==> src/rtl/imw_pkg.sv <==
package imw_pkg;
  localparam int OFS_W = 4;
  localparam logic [OFS_W-1:0] OFS_CTRL = 4'h2;
  localparam logic [OFS_W-1:0] OFS_PLO  = 4'h4;
  localparam logic [OFS_W-1:0] OFS_PHI  = 4'h6;
  localparam logic [OFS_W-1:0] OFS_DATA = 4'h8;
  localparam logic [OFS_W-1:0] OFS_PGLO = 4'hA;
  localparam logic [OFS_W-1:0] OFS_RCLR = 4'hC;

  typedef enum logic [2:0] {
    OP_NONE, OP_CTRL, OP_PLO, OP_PHI, OP_DW, OP_PG_LO, OP_PG_HI, OP_RCLR
  } op_e;

  typedef enum logic [1:0] {S_IDLE, S_XFER, S_CLR, S_RESP} st_e;
endpackage

==> src/rtl/imw_decode.sv <==
module imw_decode
  import imw_pkg::*;
(
  input  logic [OFS_W-1:0] ofs,
  input  logic             we,
  input  logic             pg_region,
  output op_e              op,
  output logic             use_mem
);
  always_comb begin
    case (ofs)
      OFS_CTRL: op = OP_CTRL;
      OFS_PLO:  op = OP_PLO;
      OFS_PHI:  op = OP_PHI;
      OFS_DATA: op = pg_region ? OP_PG_HI : OP_DW;
      OFS_PGLO: op = OP_PG_LO;
      OFS_RCLR: op = OP_RCLR;
      default:  op = OP_NONE;
    endcase
    use_mem = (op == OP_DW) || (op == OP_PG_HI) ||
              ((op == OP_PG_LO) && !we) || ((op == OP_RCLR) && !we);
  end
endmodule

==> src/rtl/imw_ptr.sv <==
module imw_ptr #(
  parameter int HW = 16
) (
  input  logic          clk,
  input  logic          rst,
  input  logic          ld_lo,
  input  logic          ld_hi,
  input  logic [HW-1:0] din,
  input  logic          step,
  input  logic          step_wide,
  output logic [2*HW-1:0] ptr
);
  localparam int AW = 2 * HW;
  localparam logic [AW-1:0] STEP_NARROW = AW'(1);
  localparam logic [AW-1:0] STEP_WIDE   = AW'(4);

  always_ff @(posedge clk) begin
    if (rst) begin
      ptr <= '0;
    end else begin
      if (ld_lo) ptr[HW-1:0]  <= din;
      if (ld_hi) ptr[AW-1:HW] <= din;
      if (step)  ptr <= ptr + (step_wide ? STEP_WIDE : STEP_NARROW);
    end
  end

  // loading one half leaves the other half alone
  p_lo_keeps_hi_r2: assert property (@(posedge clk) disable iff (rst)
    (ld_lo && !ld_hi && !step) |=> $stable(ptr[AW-1:HW]));
  p_hi_keeps_lo_r2: assert property (@(posedge clk) disable iff (rst)
    (ld_hi && !ld_lo && !step) |=> $stable(ptr[HW-1:0]));
endmodule

==> src/rtl/imw_seq.sv <==
module imw_seq
  import imw_pkg::*;
#(
  parameter int HW = 16
) (
  input  logic            clk,
  input  logic            rst,
  input  logic            host_cs,
  input  logic            host_we,
  input  logic [HW-1:0]   host_wdata,
  input  op_e             op,
  input  logic            use_mem,
  input  logic [2*HW-1:0] ptr,
  output logic [HW-1:0]   host_rdata,
  output logic            host_ready,
  output logic            ld_lo,
  output logic            ld_hi,
  output logic            step,
  output logic            step_wide,
  output logic            mem_req,
  output logic            mem_we,
  output logic [2*HW-1:0] mem_wdata,
  input  logic [2*HW-1:0] mem_rdata,
  input  logic            mem_ack
);
  localparam int MW = 2 * HW;

  st_e           st;
  op_e           op_q;
  logic          step_en;
  logic [HW-1:0] lo_buf;
  logic          accept;
  logic          done;

  assign accept = host_cs && (st == S_IDLE);
  assign done   = mem_ack && (((st == S_XFER) && (op_q != OP_RCLR)) || (st == S_CLR));

  assign ld_lo     = accept && host_we && (op == OP_PLO);
  assign ld_hi     = accept && host_we && (op == OP_PHI);
  assign step      = done && step_en && (op_q != OP_PG_LO);
  assign step_wide = (op_q == OP_PG_HI);

  always_ff @(posedge clk) begin
    if (rst) begin
      st         <= S_IDLE;
      op_q       <= OP_NONE;
      step_en    <= 1'b0;
      lo_buf     <= '0;
      host_rdata <= '0;
      host_ready <= 1'b0;
      mem_req    <= 1'b0;
      mem_we     <= 1'b0;
      mem_wdata  <= '0;
    end else begin
      case (st)
        S_IDLE: if (host_cs) begin
          op_q <= op;
          if (use_mem) begin
            st      <= S_XFER;
            mem_req <= 1'b1;
            mem_we  <= host_we;
            mem_wdata <= (op == OP_PG_HI) ? {host_wdata, lo_buf}
                                          : {{(MW-HW){1'b0}}, host_wdata};
          end else begin
            st         <= S_RESP;
            host_ready <= 1'b1;
            host_rdata <= '0;
            if (!host_we) begin
              case (op)
                OP_CTRL: host_rdata <= HW'({step_en, 1'b0});
                OP_PLO:  host_rdata <= ptr[HW-1:0];
                OP_PHI:  host_rdata <= ptr[MW-1:HW];
                default: host_rdata <= '0;
              endcase
            end else begin
              if (op == OP_CTRL)  step_en <= host_wdata[1];
              if (op == OP_PG_LO) lo_buf  <= host_wdata;
            end
          end
        end
        S_XFER: if (mem_ack) begin
          host_rdata <= (op_q == OP_PG_HI) ? mem_rdata[MW-1:HW] : mem_rdata[HW-1:0];
          if (op_q == OP_RCLR) begin
            st        <= S_CLR;
            mem_we    <= 1'b1;
            mem_wdata <= '0;
          end else begin
            st         <= S_RESP;
            mem_req    <= 1'b0;
            mem_we     <= 1'b0;
            host_ready <= 1'b1;
          end
        end
        S_CLR: if (mem_ack) begin
          st         <= S_RESP;
          mem_req    <= 1'b0;
          mem_we     <= 1'b0;
          host_ready <= 1'b1;
        end
        default: begin
          st         <= S_IDLE;
          host_ready <= 1'b0;
        end
      endcase
    end
  end

  // request held with stable address until acknowledged
  p_req_held_r11: assert property (@(posedge clk) disable iff (rst)
    (mem_req && !mem_ack) |=> (mem_req && $stable(ptr) && $stable(mem_we)));
  // ready is a single-cycle pulse and never overlaps a transfer
  p_ready_pulse_r11: assert property (@(posedge clk) disable iff (rst)
    host_ready |=> !host_ready);
  p_ready_idle_r11: assert property (@(posedge clk) disable iff (rst)
    host_ready |-> !mem_req);
  // read phase of read-and-clear is followed by a zero write, same address
  p_rclr_zero_r7: assert property (@(posedge clk) disable iff (rst)
    ((st == S_XFER) && (op_q == OP_RCLR) && mem_ack) |=>
      (mem_req && mem_we && (mem_wdata == '0) && $stable(ptr)));
  // low-half write only buffers
  p_pglo_local_r5: assert property (@(posedge clk) disable iff (rst)
    (accept && host_we && (op == OP_PG_LO)) |=> !mem_req);
  // unmapped offsets never reach the internal side
  p_none_local_r12: assert property (@(posedge clk) disable iff (rst)
    (accept && (op == OP_NONE)) |=> !mem_req);
endmodule

==> src/rtl/imw_window.sv <==
module imw_window
  import imw_pkg::*;
#(
  parameter int HW     = 16,
  parameter int PG_BIT = 22
) (
  input  logic            clk,
  input  logic            rst,
  input  logic            host_cs,
  input  logic            host_we,
  input  logic [3:0]      host_ofs,
  input  logic [HW-1:0]   host_wdata,
  output logic [HW-1:0]   host_rdata,
  output logic            host_ready,
  output logic            mem_req,
  output logic            mem_we,
  output logic [2*HW-1:0] mem_addr,
  output logic [2*HW-1:0] mem_wdata,
  input  logic [2*HW-1:0] mem_rdata,
  input  logic            mem_ack
);
  op_e             op;
  logic            use_mem;
  logic            ld_lo, ld_hi, step, step_wide;
  logic [2*HW-1:0] ptr;

  imw_decode u_dec (
    .ofs(host_ofs), .we(host_we), .pg_region(ptr[PG_BIT]),
    .op(op), .use_mem(use_mem)
  );

  imw_ptr #(.HW(HW)) u_ptr (
    .clk(clk), .rst(rst), .ld_lo(ld_lo), .ld_hi(ld_hi), .din(host_wdata),
    .step(step), .step_wide(step_wide), .ptr(ptr)
  );

  imw_seq #(.HW(HW)) u_seq (
    .clk(clk), .rst(rst), .host_cs(host_cs), .host_we(host_we),
    .host_wdata(host_wdata), .op(op), .use_mem(use_mem), .ptr(ptr),
    .host_rdata(host_rdata), .host_ready(host_ready),
    .ld_lo(ld_lo), .ld_hi(ld_hi), .step(step), .step_wide(step_wide),
    .mem_req(mem_req), .mem_we(mem_we), .mem_wdata(mem_wdata),
    .mem_rdata(mem_rdata), .mem_ack(mem_ack)
  );

  assign mem_addr = ptr;
endmodule

==> config.mk <==
export PLATFORM = sky130hd
export DESIGN_NAME = imw_window
export DESIGN_NICKNAME = d
export VERILOG_FILES = /design/src/rtl/imw_pkg.sv /design/src/rtl/imw_decode.sv /design/src/rtl/imw_ptr.sv /design/src/rtl/imw_seq.sv /design/src/rtl/imw_window.sv
export SDC_FILE = /design/constraint.sdc
export NUM_CORES = 1
export LEC_CHECK = 0
export ABC_AREA = 1
export BUFFER_PORTS_ARGS = -buffer_cell sky130_fd_sc_hd__buf_2
export CAP_MARGIN = 10
export CORE_ASPECT_RATIO = 0.6
export CORE_MARGIN = 1.5
export CORE_UTILIZATION = 55
export CTS_BUF_LIST = sky130_fd_sc_hd__clkbuf_4 sky130_fd_sc_hd__clkbuf_8
export DETAILED_ROUTE_END_ITERATION = 8
export GPL_TIMING_DRIVEN = 0
export PLACE_DENSITY = 0.81
export SETUP_SLACK_MARGIN = 0.2
export SYNTH_ARGS = -nofsm -noshare
export SYNTH_HDL_FRONTEND = slang
export SYNTH_SLANG_ARGS = --single-unit
==> constraint.sdc <==
create_clock -name clk -period 6.8 [get_ports clk]
set_clock_uncertainty 0.15 [all_clocks]
set_input_delay 0.34 -clock clk [delete_from_list [all_inputs] [get_ports clk]]
set_output_delay 0.34 -clock clk [all_outputs]
set_load 0.01 [all_outputs]
==> results of run 1 <==
-- worst reg2reg max path: stages (launching register included) --
cell and delay [ns]:
dfxtp_1 0.39, inv_1 0.09, nand3_2 0.14, clkbuf_1 0.48, ha_1 0.29, ha_1 0.16
nand2_1 0.13, a21oi_1 0.35, nand2_1 0.23, nor2_1 0.15, nor2_1 0.05, o21ai_0 0.27
a21oi_1 0.11
-- cells by family (layout without fill, tap and decap cells) --
family	Yosys count	count (layout)	synth area share
compound gates	160	160	0.1274
fa+ha+maj	7	7	0.01355
simple gates	606	606	0.4156
xor+xnor	3	3	0.004067
flops	105	105	0.3253
buf+inv	166	320	0.1141
-- power by group --
| part | internal (mW) | leakage [nW] | total (mW) | switching (mW) |
|---|---|---|---|---|
| clock network | 0.231 | 0.122 | 0.457 | 0.226 |
| logic | 0.281 | 2.54 | 0.848 | 0.567 |
| registers | 0.702 | 0.852 | 0.753 | 0.0512 |
-- per-layer routing --
| metal | global-route usage | vias to the layer above | wire, um |
|---|---|---|---|
| li1 | - | 3691 | - |
| met1 | 0.5354 | 3333 | 10070 |
| met2 | 0.4717 | 444 | 8252 |
| met3 | 0.09016 | 35 | 2719 |
| met4 | 0.08247 | 0 | 341 |
| met5 | 0 | - | 0 |
-- stage by stage --
stage	hold WS (ns)	worst slack (ns)	power, mW	std cells
6_report	0.1588	3.679	2.059	1361
4_1_cts	0.1451	3.815	2.042	1361
3_5_place_dp	0.2911	3.833	1.593	1345
5_1_grt	0.1556	3.518	2.193	1361
3_3_place_gp	0.2887	3.819	1.576	1345
2_1_floorplan	0.2745	4.517	1.334	1047
-- final timing paths --
path                     end  cells after the start  slack [ns]            start
max            u_ptr.ptr[16]                     12        3.68    u_seq.op_q[0]
min            u_seq.step_en                      3        0.16    host_wdata[1]
max reg2reg    u_ptr.ptr[16]                     12        3.68    u_seq.op_q[0]
min reg2reg  u_seq.lo_buf[6]                      2        0.31  u_seq.lo_buf[6]
-- final cells by class --
class | count | area, sq um
fillers | 1114 | 3785
multi-input cells | 776 | 3622
flip-flops and latches | 105 | 2102
repair buffers | 138 | 690.7
inverters | 106 | 399.1
plain buffers | 60 | 337.8
well taps | 160 | 200.2
clock buffers | 11 | 151.4
clock inverters | 5 | 85.08
-- flip-flops by register name (all words and copies together) (netlist names) --
| register | flops |
|---|---|
| u_ptr.ptr | 32 |
| u_seq.mem_req | 1 |
| u_seq.st | 2 |
| u_seq.host_ready | 1 |
| u_seq.step_en | 1 |
| u_seq.lo_buf | 16 |
| u_seq.mem_we | 1 |
| u_seq.mem_wdata | 32 |
| u_seq.host_rdata | 16 |
| u_seq.op_q | 3 |
-- cells in the mapped netlist, types with 16 or more instances --
cell type	count	area share
clkbuf_1	21	0.012
buf_2	20	0.015
inv_1	96	0.056
a21oi_1	107	0.083
nor3_1	29	0.022
dfxtp_1	105	0.33
nor2_1	94	0.055
o21ai_0	35	0.027
nand3b_1	16	0.019
nand3_1	84	0.065
nand2_1	324	0.19
nand4_1	38	0.037
==> out/results.md, run 1 <==
| Result | Value |
|:---|:---|
| Row cnt | 30 |
| Maximum operating frequency | 320.4 MHz |
| Count of pins on the block boundary | 140 |
| Maximum clock insertion buffer count | 2 |
| Overall via count from detail_route | 7503 |
| Post-Syn Nets | 1111 |
| NumNets Final | 1260 |
| Sequential area share after synthesis | 0.3253 |
| Root buffer cell | clkbuf_8 |
| Count of state elements after synthesis | 105 |
| Critical path capture point type | register |
| Slew at the pin closest to its max-slew limit | 0.6731 ns |
| Static Leakage | 3.519 nW |
| Area of the mapped netlist | 6461 sq um |
| Clock edge transition at the registers on the reported setup and hold paths | 0.10 ns |
| Warning count from the yosys run | 0 |
| Max-cap violation count | 0 |
| Share of synthesized registers carrying an async set or reset | 0 |
| Area of all placed cells without fillers | 7589 sq um |
| Clock buffer count from CTS | 9 |
| Final hold violation count | 0 |
| Worst-path maximum fanout | 10 |
| Source-to-sink clock delay at the later pin of the worst-skew pair | 0.38 ns |
| Via density | 5.513 |
| Share of post-route cells with drive strength above 1 | 0.1840 |
| TNS Setup | 0 ns |
| Critical-path cell with the highest stage delay | clkbuf_1 |
| Number of H-tree branching levels | 3 |
| Total wirelength of the detailed-routed design | 21380 um |
| Starting density of the core | 0.5681 |
| Quantity of gates resized following cts | 0 |
| Area growth, synth to finish | 17.45% |
| Worst IR Drop VDD | 152.0 uV |
| Port buffer count | 138 |
| Post-DP HPWL | 16600 um |
| Startpoint type of the worst setup path | register |
| Unrepaired setup endpoints after global routing | no |
| Number of enable-type register cells in the synthesized netlist | 0 |
| First-pass GRT wire length | 33260 um |
| Total clock sinks | 105 |
| Power per standard cell area | 271.3 nW/um^2 |
| X dimension of the die | 142.9 um |
| Delay of the slowest cell on the worst path | 0.48 ns |
| Worst hold path type | input pin to register |
| Count of unresolved DRC violations after routing | 0 |
| Final Wtd Congestion | 1.033 |
| TritonCTS clock tree | done |
| Chain of cells forming the critical path | inv_1 -> nand3_2 -> clkbuf_1 -> ha_1 -> ha_1 -> nand2_1 -> a21oi_1 -> nand2_1 -> nor2_1 -> nor2_1 -> o21ai_0 -> a21oi_1 |
| Number of antenna violations at the first check in global routing | 0 |
| Setup violators final | 0 |
| Fraction of the cycle the final worst path needs | 0.4590 |
| Total count of max-transition violations in the final report | 0 |
| Die footprint | 12430 sq um |
| Antenna diode instance count | 0 |
| CP bufs+invs | 2 |
| CORE AREA | 11370 sq um |
| Family with the most delay on the worst path | compound AO/OA/AOI/OAI gates |
| Worst slew margin relative to its limit | 0.5512 |
| Commonest non-fill, non-tap cell in the layout | nand2_1 |
| Per-cell routed wire length | 15.71 um |
| Post-synthesis cell count | 1047 |
| Worst path required time | 6.90 ns |
| Arrival @ worst endpoint | 3.22 ns |
| Chip Height | 86.96 um |
| Final standard cell utilization of the core | 0.6672 |
| Critical path class | register to register |
| DRT antenna net count | 0 |
| Post-Synthesis Mean Instance Area | 6.171 sq um |
| Total congestion overflow after global routing | 0 |
| Primary FF master, synth | dfxtp_1 |
| Pin count of the biggest net entering global routing | 18 |
| Total Routing Usage GR | 0.3470 |
| Unique cell type count in the Yosys netlist | 35 |
| Outcome | finished clean |
| First-pass DRT Iterations | 5 |
| Commonest cells after routing, fill and taps aside | 324 x nand2_1, 158 x buf_2, 107 x a21oi_1 |
| Count of buffers added by post-CTS timing repair for setup | 0 |
| Area after detailed placement | 7352 sq um |
| Number of global-route vias before repair | 6431 |
| Total of hold buffers inserted after clock tree synthesis | 0 |
| Violation count after the first detailed-route iteration | 744 |
| Shortest period the worst path allows | 3.121 ns |
Note: power is estimated with default switching activity, not from simulation.
==> run 2, diff against run 1 <==
--- a/config.mk
+++ b/config.mk
@@ -10,11 +10,11 @@
 export CAP_MARGIN = 10
 export CORE_ASPECT_RATIO = 0.6
 export CORE_MARGIN = 1.5
-export CORE_UTILIZATION = 55
+export CORE_UTILIZATION = 51
 export CTS_BUF_LIST = sky130_fd_sc_hd__clkbuf_4 sky130_fd_sc_hd__clkbuf_8
 export DETAILED_ROUTE_END_ITERATION = 8
 export GPL_TIMING_DRIVEN = 0
-export PLACE_DENSITY = 0.81
+export PLACE_DENSITY = 0.79
 export SETUP_SLACK_MARGIN = 0.2
 export SYNTH_ARGS = -nofsm -noshare
 export SYNTH_HDL_FRONTEND = slang
==> constraint.sdc (replaced) <==
create_clock -name clk -period 2.6 [get_ports clk]
set_clock_uncertainty 0.15 [all_clocks]
set_input_delay 0.13 -clock clk [delete_from_list [all_inputs] [get_ports clk]]
set_output_delay 0.13 -clock clk [all_outputs]
set_load 0.01 [all_outputs]
==> run 2 against run 1 <==
  * Routed wire length increased by 5.1%
  * Critical endpoint is now u_ptr.ptr[22]
  * Cell count grew 2.4%
  * Critical path depth increased by 1
  * Fmax rose by 35%
  * First-iteration DRC count rose by 8.7%
  * Sequential power rose to 2.6 times the previous value
  * Largest cell class unchanged
  * Non-clock buffer count increased by 27
  * Sequential cell count unchanged
  * Core utilization is 1.7 points lower
  * Critical path type unchanged
==> out/results.md, run 2 (same netlist as run 1, synthesis figures left out) <==
| Result | Value |
|:---|:---|
| Outcome | finished clean |
| GR met2 Demand/Resource | 0.4653 |
| Number of global-route vias before repair | 6649 |
| Antenna diode instance count | 0 |
| Violation count after the first detailed-route iteration | 809 |
| Maximum operating frequency | 432.8 MHz |
| CORE AREA | 12220 sq um |
| Worst min-delay path startpoint | mem_rdata[4] |
| Global routing usage on met1 | 0.4973 |
| Source-to-sink clock delay at the later pin of the worst-skew pair | 0.38 ns |
| Count of pins on the block boundary | 140 |
| Maximum clock insertion buffer count | 2 |
| Top flop regs | u_ptr.ptr: 32 flops, u_seq.mem_wdata: 32 flops |
| Filler Cells Inserted | 1178 |
| Fraction of the cycle the final worst path needs | 0.8886 |
| Share of post-route cells with drive strength above 1 | 0.2036 |
| Final setup slack of the worst path | 0.2896 ns |
| Commonest cells after routing, fill and taps aside | 321 x nand2_1, 157 x buf_2, 105 x a21oi_1 |
| Port buffer count | 138 |
| Busiest grt layer | met1 |
| Power per standard cell area | 680.6 nW/um^2 |
| Starting density of the core | 0.5288 |
| Switching pwr | 2.232 mW |
| Worst IR Drop VDD | 336.2 uV |
| Grt met3 use | 0.09492 |
| Setup violators final | 0 |
| Area of all placed cells without fillers | 7943 sq um |
| DRT antenna net count | 0 |
| Via density | 5.517 |
| Total count of max-transition violations in the final report | 0 |
| Total wirelength of the detailed-routed design | 22480 um |
| Total congestion overflow after global routing | 0 |
| Count of unresolved DRC violations after routing | 0 |
| Destination of the worst register-to-register timing path | u_ptr.ptr[22] |
| Post-DP HPWL | 16860 um |
| Max-cap violation count | 0 |
| FF-to-FF setup slack | 0.29 ns |
| Final Wtd Congestion | 1.004 |
| Sequential group share of total power | 0.367 |
| Delay of the slowest cell on the worst path | 0.34 ns |
| First-pass DRT Iterations | 5 |
| Clock edge transition at the registers on the reported setup and hold paths | 0.11 ns |
| Family with the most delay on the worst path | simple AND/OR/NAND/NOR gates |
| Area after detailed placement | 7358 sq um |
| TNS Setup | 0 ns |
| Worst path required time | 2.70 ns |
| Cell internal power dissipation | 3.174 mW |
| NumNets Final | 1287 |
| Number of antenna violations at the first check in global routing | 0 |
| Power, Total | 5.406 mW |
| Startpoint of the worst register-to-register path | u_seq.op_q[0] |
| Crit. path cell count | 13 |
| Root buffer cell | clkbuf_8 |
| Row cnt | 31 |
| Total Routing Usage GR | 0.3297 |
| Static Leakage | 3.655 nW |
| Number of H-tree branching levels | 3 |
| Pin count of the biggest net entering global routing | 19 |
| Worst hold path type | input pin to register |
| Chain of cells forming the critical path | inv_1 -> nand3_4 -> buf_8 -> ha_1 -> ha_1 -> nand2_4 -> nand2_2 -> nand3b_1 -> inv_1 -> nand3b_1 -> nand2_1 -> a21oi_1 -> nor2_1 |
| Worst Hold Path Cells | 5 |
| Chip Height | 90.19 um |
| Combinational power share | 0.419 |
| Per-cell routed wire length | 16.13 um |
| CP bufs+invs | 3 |
| Worst slew margin relative to its limit | 0.5669 |
| TritonCTS clock tree | done |
| Total clock sinks | 105 |
| Commonest non-fill, non-tap cell in the layout | nand2_1 |
| Startpoint type of the worst setup path | register |
| Placement-stage worst setup slack | -0.2721 ns |
| Critical-path cell with the highest stage delay | dfxtp_2 |
| First-pass GRT wire length | 34810 um |
| Die footprint | 13380 sq um |
| Slew at the pin closest to its max-slew limit | 0.6496 ns |
| Worst r2r path cells | 13 |
| X dimension of the die | 148.3 um |
| Proportion of power drawn by the clock network | 0.214 |
| Unrepaired setup endpoints after global routing | no |
| Critical path class | register to register |
| Post-route worst hold slack | 0.005947 ns |
| Critical path capture point type | register |
| Area growth, synth to finish | 22.93% |
| Final hold violation count | 0 |
| Overall via count from detail_route | 7685 |
| Arrival @ worst endpoint | 2.41 ns |
| Shortest period the worst path allows | 2.310 ns |
| Worst-path maximum fanout | 6 |
| Clock buffer count from CTS | 9 |
| Switching portion of total power | 0.4129 |
| End of the worst hold path | u_seq.host_rdata[4] |
[run 2: cell types whose count changed in the layout (fill, tap and decap cells not counted), sizes merged]
cell | previous run | this run
clkbuf | 33 | 30
buf | 176 | 186
dlygate4sd3 | 0 | 18
clkinv | 4 | 5
clkinvlp | 0 | 1
[run 2: worst max path at each step]
stage               slack [ns]          start            end
finish                    0.29  u_seq.op_q[0]  u_ptr.ptr[22]
global route              0.18  u_seq.op_q[0]  u_ptr.ptr[27]
CTS                       0.23  u_seq.op_q[0]  u_ptr.ptr[30]
floorplan                 0.32  u_seq.op_q[0]  u_ptr.ptr[24]
global placement         -0.26  u_seq.op_q[0]  u_ptr.ptr[24]
detailed placement       -0.27  u_seq.op_q[0]  u_ptr.ptr[30]
[run 2: final cells by class]
class	instances	area [sq um]	area share
Timing Repair Buffer	165	938.4	0.1181
Multi-Input combinational cell	776	3702	0.4661
Clock buffer	9	123.9	0.01560
Inverter	106	404.1	0.05088
Tap cell	165	206.4	0.02599
Clock inverter	7	101.3	0.01276
Sequential cell	105	2108	0.2654
Buffer	60	357.8	0.04505
[run 2: what timing repair did]
item                                    in CTS  in global routing
hold buffers                                18                  0
endpoints found under the setup margin      28                 29
pin swaps                                    2                  1
endpoints found under the hold margin       21                  0
gates resized for setup                     18                 17
buffers inserted                             0                  9
[run 2: tightest hold or removal path: stages]
cell,delay (ns)
buf_2,0.07
nand2_1,0.04
a21oi_1,0.13
nor3_1,0.06
nor2_1,0.07
[run 2: power groups by stage]
stage                     combinational, mW  clock [mW]  sequential [mW]
after floorplan                        1.40           0             2.09
after global placement                 2.12           0             2.00
after detailed placement               2.15           0             2.01
after CTS                              2.19        1.17             1.98
after global routing                   2.54        1.22             2.01
final                                  2.27        1.15             1.98
[run 2: routing by layer]
metal | vias up | wire (um)
met5 | - | 0
met4 | 0 | 231
met3 | 28 | 3044
met2 | 470 | 8984
met1 | 3441 | 10210
li1 | 3746 | -
[run 2: stage by stage]
step | utilization | instances
2_1_floorplan | - | 1047
3_5_place_dp | 0.6023 | 1350
3_3_place_gp | 0.6023 | 1350
4_1_cts | 0.6407 | 1384
5_1_grt | 0.6501 | 1393
6_report | 0.6501 | 1393
